## src/rtl/nbm_pkg.sv

```systemverilog
package nbm_pkg;
    localparam int NIB_W = 4;

    typedef enum logic [3:0] {
        OP_NONE, OP_CLR, OP_LDA, OP_LDD, OP_WR, OP_WRI, OP_WRN, OP_RD, OP_RDI
    } op_e;

    typedef enum logic [1:0] {
        ST_IDLE, ST_WR, ST_RD, ST_RESP
    } st_e;
endpackage

```

## src/rtl/nbm_cmd_decode.sv

```systemverilog
module nbm_cmd_decode
    import nbm_pkg::*;
(
    input  logic [2*NIB_W-1:0] byte_i,
    output op_e                op_o,
    output logic [NIB_W-1:0]   nib_o
);
    always_comb begin
        nib_o = byte_i[NIB_W-1:0];
        case (byte_i[2*NIB_W-1:NIB_W])
            4'h0:    op_o = OP_CLR;
            4'h1:    op_o = OP_LDA;
            4'h2:    op_o = OP_LDD;
            4'h3:    op_o = OP_WR;
            4'h4:    op_o = OP_WRI;
            4'h5:    op_o = OP_WRN;
            4'h6:    op_o = OP_RD;
            4'h7:    op_o = OP_RDI;
            default: op_o = OP_NONE;
        endcase
    end
endmodule

```

## src/rtl/nbm_resp_ser.sv

```systemverilog
module nbm_resp_ser
    import nbm_pkg::*;
#(
    parameter int               DATA_W = 32,
    parameter logic [NIB_W-1:0] TAG    = 4'hA
) (
    input  logic                 clk,
    input  logic                 rst,
    input  logic                 load_i,
    input  logic [DATA_W-1:0]    word_i,
    output logic [2*NIB_W-1:0]   out_data,
    output logic                 out_valid,
    input  logic                 out_ready,
    output logic                 busy_o
);
    localparam int N  = DATA_W / NIB_W;
    localparam int CW = $clog2(N + 1);

    typedef struct packed {
        logic [DATA_W-1:0] sh;
        logic [CW-1:0]     cnt;
    } ser_t;

    ser_t s_d, s_q;

    always_comb begin
        s_d = s_q;
        if (load_i) begin
            s_d.sh  = word_i;
            s_d.cnt = CW'(N);
        end else if (s_q.cnt != '0 && out_ready) begin
            s_d.sh  = s_q.sh << NIB_W;
            s_d.cnt = s_q.cnt - 1'b1;
        end
    end

    always_ff @(posedge clk) begin
        if (rst) s_q <= '0;
        else     s_q <= s_d;
    end

    assign out_valid = (s_q.cnt != '0);
    assign out_data  = {TAG, s_q.sh[DATA_W-1 -: NIB_W]};
    assign busy_o    = out_valid;
endmodule

```

## src/rtl/nib_bus_master.sv

```systemverilog
module nib_bus_master
    import nbm_pkg::*;
#(
    parameter int               ADDR_W    = 32,
    parameter int               DATA_W    = 32,
    parameter int               ADDR_STEP = 4,
    parameter logic [NIB_W-1:0] RESP_TAG  = 4'hA
) (
    input  logic              clk,
    input  logic              rst,
    input  logic [7:0]        in_data,
    input  logic              in_valid,
    output logic              in_ready,
    output logic [7:0]        out_data,
    output logic              out_valid,
    input  logic              out_ready,
    output logic [ADDR_W-1:0] bus_addr,
    output logic [DATA_W-1:0] bus_wdata,
    output logic              bus_write,
    output logic              bus_read,
    input  logic [DATA_W-1:0] bus_rdata,
    input  logic              bus_waitreq
);
    typedef struct packed {
        st_e               st;
        logic              inc;
        logic [ADDR_W-1:0] addr;
        logic [DATA_W-1:0] wd;
    } reg_t;

    reg_t             r_d, r_q;
    op_e              op;
    logic [NIB_W-1:0] nib;
    logic             ser_load;
    logic             ser_busy;

    nbm_cmd_decode u_dec (
        .byte_i (in_data),
        .op_o   (op),
        .nib_o  (nib)
    );

    nbm_resp_ser #(.DATA_W(DATA_W), .TAG(RESP_TAG)) u_ser (
        .clk       (clk),
        .rst       (rst),
        .load_i    (ser_load),
        .word_i    (bus_rdata),
        .out_data  (out_data),
        .out_valid (out_valid),
        .out_ready (out_ready),
        .busy_o    (ser_busy)
    );

    always_comb begin
        r_d      = r_q;
        ser_load = 1'b0;
        case (r_q.st)
            ST_IDLE: begin
                if (in_valid) begin
                    case (op)
                        OP_CLR: begin
                            r_d.addr = '0;
                            r_d.wd   = '0;
                        end
                        OP_LDA: r_d.addr = {r_q.addr[ADDR_W-NIB_W-1:0], nib};
                        OP_LDD: r_d.wd   = {r_q.wd[DATA_W-NIB_W-1:0], nib};
                        OP_WR: begin
                            r_d.st  = ST_WR;
                            r_d.inc = 1'b0;
                        end
                        OP_WRI: begin
                            r_d.st  = ST_WR;
                            r_d.inc = 1'b1;
                        end
                        OP_WRN: begin
                            r_d.wd  = {r_q.wd[DATA_W-NIB_W-1:0], nib};
                            r_d.st  = ST_WR;
                            r_d.inc = 1'b0;
                        end
                        OP_RD: begin
                            r_d.st  = ST_RD;
                            r_d.inc = 1'b0;
                        end
                        OP_RDI: begin
                            r_d.st  = ST_RD;
                            r_d.inc = 1'b1;
                        end
                        default: ;
                    endcase
                end
            end
            ST_WR: begin
                if (!bus_waitreq) begin
                    r_d.st = ST_IDLE;
                    if (r_q.inc) r_d.addr = r_q.addr + ADDR_W'(ADDR_STEP);
                end
            end
            ST_RD: begin
                if (!bus_waitreq) begin
                    ser_load = 1'b1;
                    r_d.st   = ST_RESP;
                    if (r_q.inc) r_d.addr = r_q.addr + ADDR_W'(ADDR_STEP);
                end
            end
            ST_RESP: begin
                if (!ser_busy) r_d.st = ST_IDLE;
            end
            default: r_d.st = ST_IDLE;
        endcase
    end

    always_ff @(posedge clk) begin
        if (rst) begin
            r_q.st   <= ST_IDLE;
            r_q.inc  <= 1'b0;
            r_q.addr <= '0;
            r_q.wd   <= '0;
        end else begin
            r_q <= r_d;
        end
    end

    assign in_ready  = (r_q.st == ST_IDLE);
    assign bus_write = (r_q.st == ST_WR);
    assign bus_read  = (r_q.st == ST_RD);
    assign bus_addr  = r_q.addr;
    assign bus_wdata = r_q.wd;
endmodule

```

## config.mk

```make
export PLATFORM = sky130hd
export DESIGN_NAME = nib_bus_master
export DESIGN_NICKNAME = d
export VERILOG_FILES = /design/src/rtl/nbm_pkg.sv /design/src/rtl/nbm_cmd_decode.sv /design/src/rtl/nbm_resp_ser.sv /design/src/rtl/nib_bus_master.sv
export SDC_FILE = /design/constraint.sdc
export NUM_CORES = 1
export LEC_CHECK = 0
export CORE_MARGIN = 5
export CORE_UTILIZATION = 31
export CTS_BUF_LIST = sky130_fd_sc_hd__clkbuf_2 sky130_fd_sc_hd__clkbuf_4 sky130_fd_sc_hd__clkbuf_8
export DETAILED_ROUTE_END_ITERATION = 7
export SYNTH_ARGS = -nofsm -noshare
export SYNTH_HDL_FRONTEND = slang
export SYNTH_SLANG_ARGS = --single-unit
```

## constraint.sdc

```tcl
create_clock -name clk -period 3.05 [get_ports clk]
set_input_delay 0.305 -clock clk [delete_from_list [all_inputs] [get_ports clk]]
set_output_delay 0.305 -clock clk [all_outputs]
set_load 0.05 [all_outputs]
```

; Word-level counts from Yosys, hierarchy flattened
; Memory sizes are Yosys's and may differ from the RTL's.
; Cells that the tools add are included.
[totals]
register_bits = 103
latchBits = 0
mem_bits_rw = 0
rom_bits = 32
input_bits = 45
output_inout_bits = 76
wordCells = 60
memories = 1
[mem_list]
columns = memory, depth, word_bits, read_ports, rd_ports_with_merged_regs, wr, line_no
row1 = (no name shown), 8, 4, 1, 0, 0, nbm_cmd_decode.sv:10  ; case (byte_i[2*NIB_W-1:NIB_W])
[classes]
addsub = 2
n_mul = 0
n_div = 0
n_lt_le_gt_ge = 0
n_eq_ne = 19
shifts = 0
mux = 16
n_bitwise = 0
n_reduce_logical = 15
[ops]
columns = operator, n
row1 = case mux 32 bit (2 select lines), 3
row2 = two-way mux 36 bit, 2
row3 = two-way mux 67 bit, 1
row4 = two-way mux 32 bit, 2
row5 = adder 32 x 3 -> 32 bit (second input constant), 1
row6 = equality test 4 x 3 -> 1 bit (second input constant), 4
row7 = case mux 3 bit (4 select lines), 1
row8 = != test 2 bit (second input constant), 5
row9 = AND reduction 5 bit, 2
row10 = equality test 4 x 2 -> 1 bit (second input constant), 2
row11 = case mux 2 bit (4 select lines), 1
row12 = nonzero test 4 bit, 2
row13 = OR reduction 2 bit, 4
row14 = two-way mux 2 bit, 3
row15 = AND reduction 3 bit, 2
row16 = nonzero test 2 bit, 3
row17 = != test 5 x 2 -> 1 bit (second input constant), 1
row18 = equality test 2 bit (second input constant), 2
row19 = equality test 4 x 1 -> 1 bit (second input constant), 1
row20 = equality test 4 bit (second input constant), 1
row21 = two-way mux 4 bit, 1
row22 = subtractor 4 x 1 -> 4 bit (second input constant), 1
row23 = != test 3 x 1 -> 1 bit (second input constant), 1
row24 = equality test 2 x 1 -> 1 bit (second input constant), 1
row25 = other kinds (4), 5

; Depth between registers and ports, before layout
; Gate-level depths: netlist of the first run.
; An unclocked memory read counts as a cell.
[depth]
ltp_word = 7
ltp_mapped = 10
ltp_nobuf = 7

; By module
; From an unflattened synthesis of the first run, not the netlist that was laid out.
[unflattened]
hier_cells = 713
area_unflattened_um2 = 5785.5
[modules_own_cells]
columns = module, n_inst, cells_each, area_per_inst_um2, seq_area_each_um2
row1 = nib_bus_master, 1, 482, 3897.5, 1341.3
row2 = nbm_resp_ser, 1, 219, 1804.2, 720.7
row3 = nbm_cmd_decode, 1, 12, 83.8, 0.0

; Worst setup path after synthesis of the first run
; OpenSTA, ideal clock, no wires.
[synth_timing]
kind = reg-to-reg
start = register r_q[65] in the netlist's numbering
end = register r_q (netlist bit bus_addr[4])
setup_time_ns = 0.128
arrival_ns = 1.912
required_ns = 2.922
setup_slack_ns = 1.010
path_stages_with_launch = 10
period_less_slack_ns = 2.040
path_cell_list = dfxtp_1 > inv_1 > ha_1 > inv_1 > a31o_1 > and2_1 > buf_2 > buf_6 > a22oi_2 > nor2_1
[synth_rtl]
columns = element, line_no
row1 = from (decl), nib_bus_master.sv:31  ; reg_t r_d, r_q;
row2 = from (signal assigned), nib_bus_master.sv:119  ; r_q <= r_d;
row3 = logical NOT 2 bit (*), --
row4 = net in_ready, nib_bus_master.sv:13  ; output logic in_ready,
row5 = != test 3 x 1 -> 1 bit (no line) (tied with other cells), --
row6 = AND reduction 5 bit (no line), --
; Mark *: on every way through the listed nets, which the timed path passes. The rest lies on a longest branch.
; A chain may end at the register's enable or synchronous reset.

; Worst setup path after layout of the first run
[layout_timing]
start = register r_q[66] in the netlist's numbering
end = register r_q (netlist bit bus_addr[31])
[layout_via]
elab_chain_cells = 4
[layout_rtl]
columns = element, line_no
row1 = equality test 2 x 1 -> 1 bit or equality test 2 bit (tied branches), nib_bus_master.sv:57  ; case (r_q.st)
row2 = OR reduction 2 bit (no line), --
row3 = != test 2 x 1 -> 1 bit (no line) (tied with other cells), --
row4 = AND reduction 5 bit (no line), --
; Several ways; a longest one is shown, not always the timed one.

==> metrics.cfg, run 1 <==
[run_status]
status=finished, final reports clean

[sta]
max_freq_ghz=0.400
rsz0062_at_grt=no
drv_slew=0
slew_headroom_pct=59.0
fin_crit_ps=2500
min_period_over_period_pct=82.0
finalSetupViolations=0
finClkSkew_ps=13.5
worst_slack_ps=549
tightest_slew_ps=613
hold_viol=0
finalSetupTns_ps=0

[logic_synthesis]
ys.warnings.count=0
synth-edff-count=0
synth-seq-cells=103
synthesis.area_mm2=0.00580
synth_area_leaders=dfxtp_1 36%, buf_4 9.6%, nand2_1 6.0%
seq_area_frac_synth_pct=35.6
synth_top_area_cell=dfxtp_1
yosysUniqueCellTypes=64
syn_avg_cell_area_um2=8.13
synthCells=713
async_reset_ff_share_pct=0
synth_top_cell_area_share_pct=35.6
ys.flop_type=dfxtp_1

[power]
comb_power_share_pct=51.9
power_density_mw_per_mm2=850
power.internal_w=0.00296
power_switching_share_pct=48.2
p_switching_w=0.00276
pwr-share-seq_pct=33.3
p_clk_share_pct=14.8
p_leak_nw=2.15
ir_worst_vdd_mv=0.615

[clock_tree]
ctsRootBufferMaster=clkbuf_8
clock_path_buffers=2
clock_latency_ps=390
cts_resized=0
cts_buffers=9
cts_tree=done
clock-sinks=103
clk_pin_slew_ps=110
htree_levels=3
hold_buffers=0
post_cts_buffers=0

[die]
start_util_pct=31.2
die_area_mm2=0.0215
ios=121
die_y_um=147
core_mm2=0.0186
rows=50
die_w_um=147

[grt]
grt.total_usage_pct=14.0
grt_pass1_wl_mm=25.0
grt_pass1_vias=4758
grt_max_degree=62
antenna_found_initial=0
grt-ovfl-total=0

[worst_hold_path]
hold_class=in -> reg

[placement]
portBuffers=116
hpwl_mm=10.3
dpl_worst_slack_ps=398
gp_congestion=0.802

[finish]
regArea_mm2=0.00206
diodes=0
layout.nets=783
areaGrowthSynthToFinish_pct=15.9
nFillCells=1936
layout-drive-gt1-share_pct=6.81
multi_input_area_mm2=0.00285
final_cell_mix=115 x clkdlybuf4s50_1, 103 x dfxtp_1, 92 x nand2_1, 82 x nor2_1, 32 x a22oi_1
final_common_cell=clkdlybuf4s50_1

[drt]
dr.pass1.iters=4
num_vias=4980
drt.antenna.violating_nets=0
wl_per_cell_um=15.9
vias_per_cell=5.14
drt_iter0_markers=243
wl_mm=15.3
drc_errors=0

[critical_path]
rr_worst_depth=7
cp-start-kind=register
arrival_ps=2820
worstSetupPathType=reg -> reg
r2r_start=r_q[66]$_SDFFE_PP0P_
reg2reg_to=bus_addr[31]$_SDFFE_PP0P_
crit_fanout=39
cp_data_required_time_ps=3360
reg2reg_slack_ps=550
critPathLaunch=r_q[66]$_SDFFE_PP0P_
end_kind=register
endpoint=bus_addr[31]$_SDFFE_PP0P_

[job]
max_cap_violations=0

## cells in the mapped netlist (3+ instances only)
cell,n
a211oi_1,4
o21ai_1,9
o21ai_0,14
and2_1,7
and4_1,5
nand2b_1,13
nor4_1,14
and3_1,4
ha_1,9
dfxtp_1,103
xnor2_1,9
nor2_1,82
xor2_1,3
a221oi_1,12
buf_6,11
a22oi_1,32
o31a_1,5
a21oi_1,24
clkbuf_1,20
nand2_1,92
a31oi_1,5
nand4_1,10
o211ai_1,4
nand3_1,17
a311oi_1,28
buf_2,18
a311oi_2,3
nor2b_1,4
buf_4,74
nor3_1,21
inv_1,14
## per-stage QoR
step                total power, W  cells  hold slack (ps)  utilization (%)  instance area (um2)
finish                     0.00571    968              322             36.2                 6720
CTS                        0.00579    968              298             36.2                 6720
floorplan                  0.00431    715              441                -                 5810
detailed placement         0.00491    952              465             35.2                 6530
global route               0.00615    968              326             36.2                 6720
global placement           0.00489    952              455             35.2                 6530
## worst min-delay path by stage
| stage | start | end | slack (ps) | cells after the start |
|---|---|---|---|---|
| 2_1_floorplan | bus_rdata[0] | u_ser.s_q[4]$_SDFFE_PP0P_ | 440 | 2 |
| 3_3_place_gp | u_ser.s_q[4]$_SDFFE_PP0P_ | u_ser.s_q[4]$_SDFFE_PP0P_ | 450 | 2 |
| 3_5_place_dp | u_ser.s_q[5]$_SDFFE_PP0P_ | u_ser.s_q[5]$_SDFFE_PP0P_ | 460 | 2 |
| 4_1_cts | rst | bus_addr[14]$_SDFFE_PP0P_ | 300 | 2 |
| 5_1_grt | rst | bus_addr[14]$_SDFFE_PP0P_ | 330 | 2 |
| 6_report | rst | bus_addr[17]$_SDFFE_PP0P_ | 320 | 2 |
## worst max-delay path, stage by stage (launching register included)
cell	delay, ps
dfxtp_1	400
inv_1	100
ha_1	420
buf_4	420
clkinv_1	440
nor2_1	190
a41oi_1	150
a311oi_2	290
## flip-flops by register name, indices dropped and copies added, names as in the netlist
name	cells
bus_addr	32
bus_wdata	32
r_q	3
u_ser.out_data	4
u_ser.s_q	32
## final cells by class
class	count	area share, %
Sequential cell	103	30.7
Inverter	15	0.838
Tap cell	234	4.36
Multi-Input combinational cell	472	42.4
Timing Repair Buffer	128	19.0
Clock buffer	9	1.84
Clock inverter	7	0.968
## cells by family after synthesis
kind of cell               count (synthesis)  synth area share [%]
buffers and inverters                    140                  15.7
AOI/OAI and AO/OA                        165                  21.7
and+or+nand+nor                          281                  23.0
DFF                                      103                  35.6
xor gates and xnor gates                  12                  1.81
other                                      2                 0.130
adders and majority gates                  9                  1.94
muxes                                      1                 0.194
## metal layers
metal  vias up  wire length [um]  global-route usage, %
met4         0               219                   4.70
met3        15               723                   2.96
met5         -                 0                      0
met2       114              6790                   21.5
met1      2349              7610                   19.5
li1       2502                 -                      -
## power by group through the flow
stage	clock (W)	sequential [W]	combinational (W)
floorplan	0	0.00181	0.00250
global placement	0	0.00193	0.00296
detailed placement	0	0.00193	0.00298
CTS	0.000893	0.00190	0.00300
global route	0.000930	0.00195	0.00327
finish	0.000844	0.00190	0.00297
(Power assumes the default switching activity.)
==> inputs of run 2 (changes only) <==
clock period = 2.6 ns   (was 3.05 ns; I/O delays follow)
==> metrics.cfg, run 2 (synthesized netlist as in run 1, its figures left out) <==
[sta]
finClkSkew_ps=12.9  ; -0.613 ps
fin_crit_ps=2350
drv_slew=0  ; unchanged
min_period_over_period_pct=90.2
hold_viol=0  ; unchanged
hold_ws_ps=268  ; -54.1 ps
finalSetupTns_ps=0  ; unchanged
max_freq_ghz=0.426
slew_headroom_pct=57.8  ; -1.2 points
rsz0062_at_grt=no
tightest_slew_ps=632  ; +18.3 ps
worst_slack_ps=254  ; -295 ps
finalSetupViolations=0  ; unchanged

[finish]
diodes=0  ; unchanged
areaGrowthSynthToFinish_pct=17.8
final_cell_mix=115 x clkdlybuf4s50_1, 103 x dfxtp_1, 92 x nand2_1, 82 x nor2_1, 32 x a22oi_1
layout-drive-gt1-share_pct=7.94  ; +1.1 points
layout.nets=792  ; +1.1%
final_common_cell=clkdlybuf4s50_1
fin_area_mm2=0.00683  ; +1.6%
nFillCells=1938  ; +0.10%
fin_cells=977  ; +0.93%

[drt]
wl_per_cell_um=16.1  ; +1.5%
wl_mm=15.7  ; +2.4%
drc_errors=0  ; unchanged
dr.pass1.iters=5  ; +1
num_vias=5056  ; +1.5%
drt.antenna.violating_nets=0  ; unchanged
vias_per_cell=5.18  ; +0.59%
drt_iter0_markers=345  ; +42%

[critical_path]
cp-start-kind=register
cp_data_required_time_ps=2340  ; -1020 ps
path_cells=inv_1 -> ha_1 -> clkdlybuf4s50_1
cp_top_family=buffers and inverters
reg2reg_slack_ps=460  ; -90 ps
arrival_ps=2090  ; -730 ps
worstSetupPathType=reg -> out
reg2reg_to=bus_addr[31]$_SDFFE_PP0P_
critPathSlowestCell=clkdlybuf4s50_1
crit_fanout=8  ; -79%
cp_num_buf_inv=2  ; -1
r2r_start=r_q[66]$_SDFFE_PP0P_
max_stage_delay_ps=890  ; +450 ps
rr_worst_depth=7  ; unchanged
end_kind=primary output

[clock_tree]
cts_resized=0  ; unchanged
cts_buffers=9  ; unchanged
clk_pin_slew_ps=110  ; about the same
htree_levels=3  ; unchanged
cts_tree=done
hold_buffers=0  ; unchanged
clock_path_buffers=2  ; unchanged
post_cts_buffers=0  ; unchanged
ctsRootBufferMaster=clkbuf_8
clock-sinks=103  ; unchanged
clock_latency_ps=390  ; about the same

[die]
ios=121  ; unchanged
die_y_um=147  ; unchanged
core_mm2=0.0186  ; unchanged
start_util_pct=31.2  ; unchanged
die_w_um=147  ; unchanged
die_area_mm2=0.0215  ; unchanged
rows=50  ; unchanged

[power]
p_clk_share_pct=15.7  ; +0.9 points
p_leak_nw=2.21  ; +3.0%
ir_worst_vdd_mv=0.662  ; +7.6%
power_density_mw_per_mm2=1010  ; +19%
power.internal_w=0.00363  ; +23%
comb_power_share_pct=52.5  ; +0.6 points
power_switching_share_pct=47.4  ; -0.81 points
pwr-share-seq_pct=31.8  ; -1.5 points
p_switching_w=0.00328  ; +19%

[worst_hold_path]
holdPathStages=2  ; unchanged
holdPathEnd=bus_addr[31]$_SDFFE_PP0P_
min_from=rst
hold_class=in -> reg

[grt]
antenna_found_initial=0  ; unchanged
grt_pass1_vias=4827  ; +1.5%
grt.total_usage_pct=14.2  ; +0.26 points
grt_max_degree=49  ; -21%
grt_pass1_wl_mm=25.6  ; +2.1%
grt-ovfl-total=0  ; unchanged

[placement]
gp_congestion=0.810  ; +1.1%
place_area_mm2=0.00662  ; +1.4%
dpl_worst_slack_ps=227  ; -170 ps
hpwl_mm=10.7  ; +3.4%
dp.cells=961  ; +0.95%
portBuffers=116  ; unchanged

[run_status]
status=finished, final reports clean

[job]
max_cap_violations=0  ; unchanged

-- run 2: cell count changes in the layout (fill, tap and decap cells not counted) --
cell       previous run  this run
clkinv_4              4         2
buf_4                11        18
inv_8                 2         1
bufinv_16             0         1
clkinv_2              0         1
inv_6                 0         1
buf_12                2         4
-- run 2: power by group through the flow --
| stage | Combinational, W | Clock (W) | Sequential [W] |
|---|---|---|---|
| 4_1_cts | 0.00365 | 0.00112 | 0.00219 |
| 3_5_place_dp | 0.00363 | 0 | 0.00223 |
| 2_1_floorplan | 0.00293 | 0 | 0.00212 |
| 3_3_place_gp | 0.00362 | 0 | 0.00223 |
| 5_1_grt | 0.00394 | 0.00118 | 0.00226 |
| 6_report | 0.00363 | 0.00108 | 0.00220 |
-- run 2: layout make-up --
type | count | area (um2) | share of cell area, %
flip-flops and latches | 103 | 2060 | 30.2
clock inverters | 7 | 80.1 | 1.17
inverters | 15 | 56.3 | 0.825
repair buffers | 137 | 1370 | 20.0
multi-input cells | 472 | 2850 | 41.7
well taps | 234 | 293 | 4.29
clock buffers | 9 | 124 | 1.81
-- run 2: worst max-delay path by stage --
stage,endpoint,slack [ps],startpoint,depth (start not counted)
after floorplan,bus_addr[4]$_SDFFE_PP0P_,560,r_q[65]$_SDFFE_PP0P_,9
after global placement,bus_wdata[2]$_SDFFE_PP0P_,270,in_data[4],8
after detailed placement,bus_wdata[15]$_SDFFE_PP0P_,230,in_data[4],8
after CTS,in_ready,200,r_q[66]$_SDFFE_PP0P_,3
after global routing,in_ready,110,r_q[66]$_SDFFE_PP0P_,3
final,in_ready,250,r_q[66]$_SDFFE_PP0P_,3
-- run 2: routing by layer --
metal,vias to the layer above,wire (um),GRT usage (%)
met3,12,708,3.02
met2,123,7100,21.7
met5,-,0,0
li1,2528,-,-
met4,0,181,3.72
met1,2393,7730,20.4
-- run 2: through the flow --
step	power, W	util [%]
final	0.00691	36.7
after global routing	0.00738	36.7
after CTS	0.00696	36.7
after detailed placement	0.00586	35.6
after global placement	0.00584	35.6
after floorplan	0.00505	-
-- run 2: worst reg2reg max path, stage by stage (launching register included) --
cell,delay [ps]
dfxtp_1,390
inv_1,100
ha_1,350
buf_4,230
clkinv_1,360
nor2_1,200
a41oi_1,150
a311oi_2,290
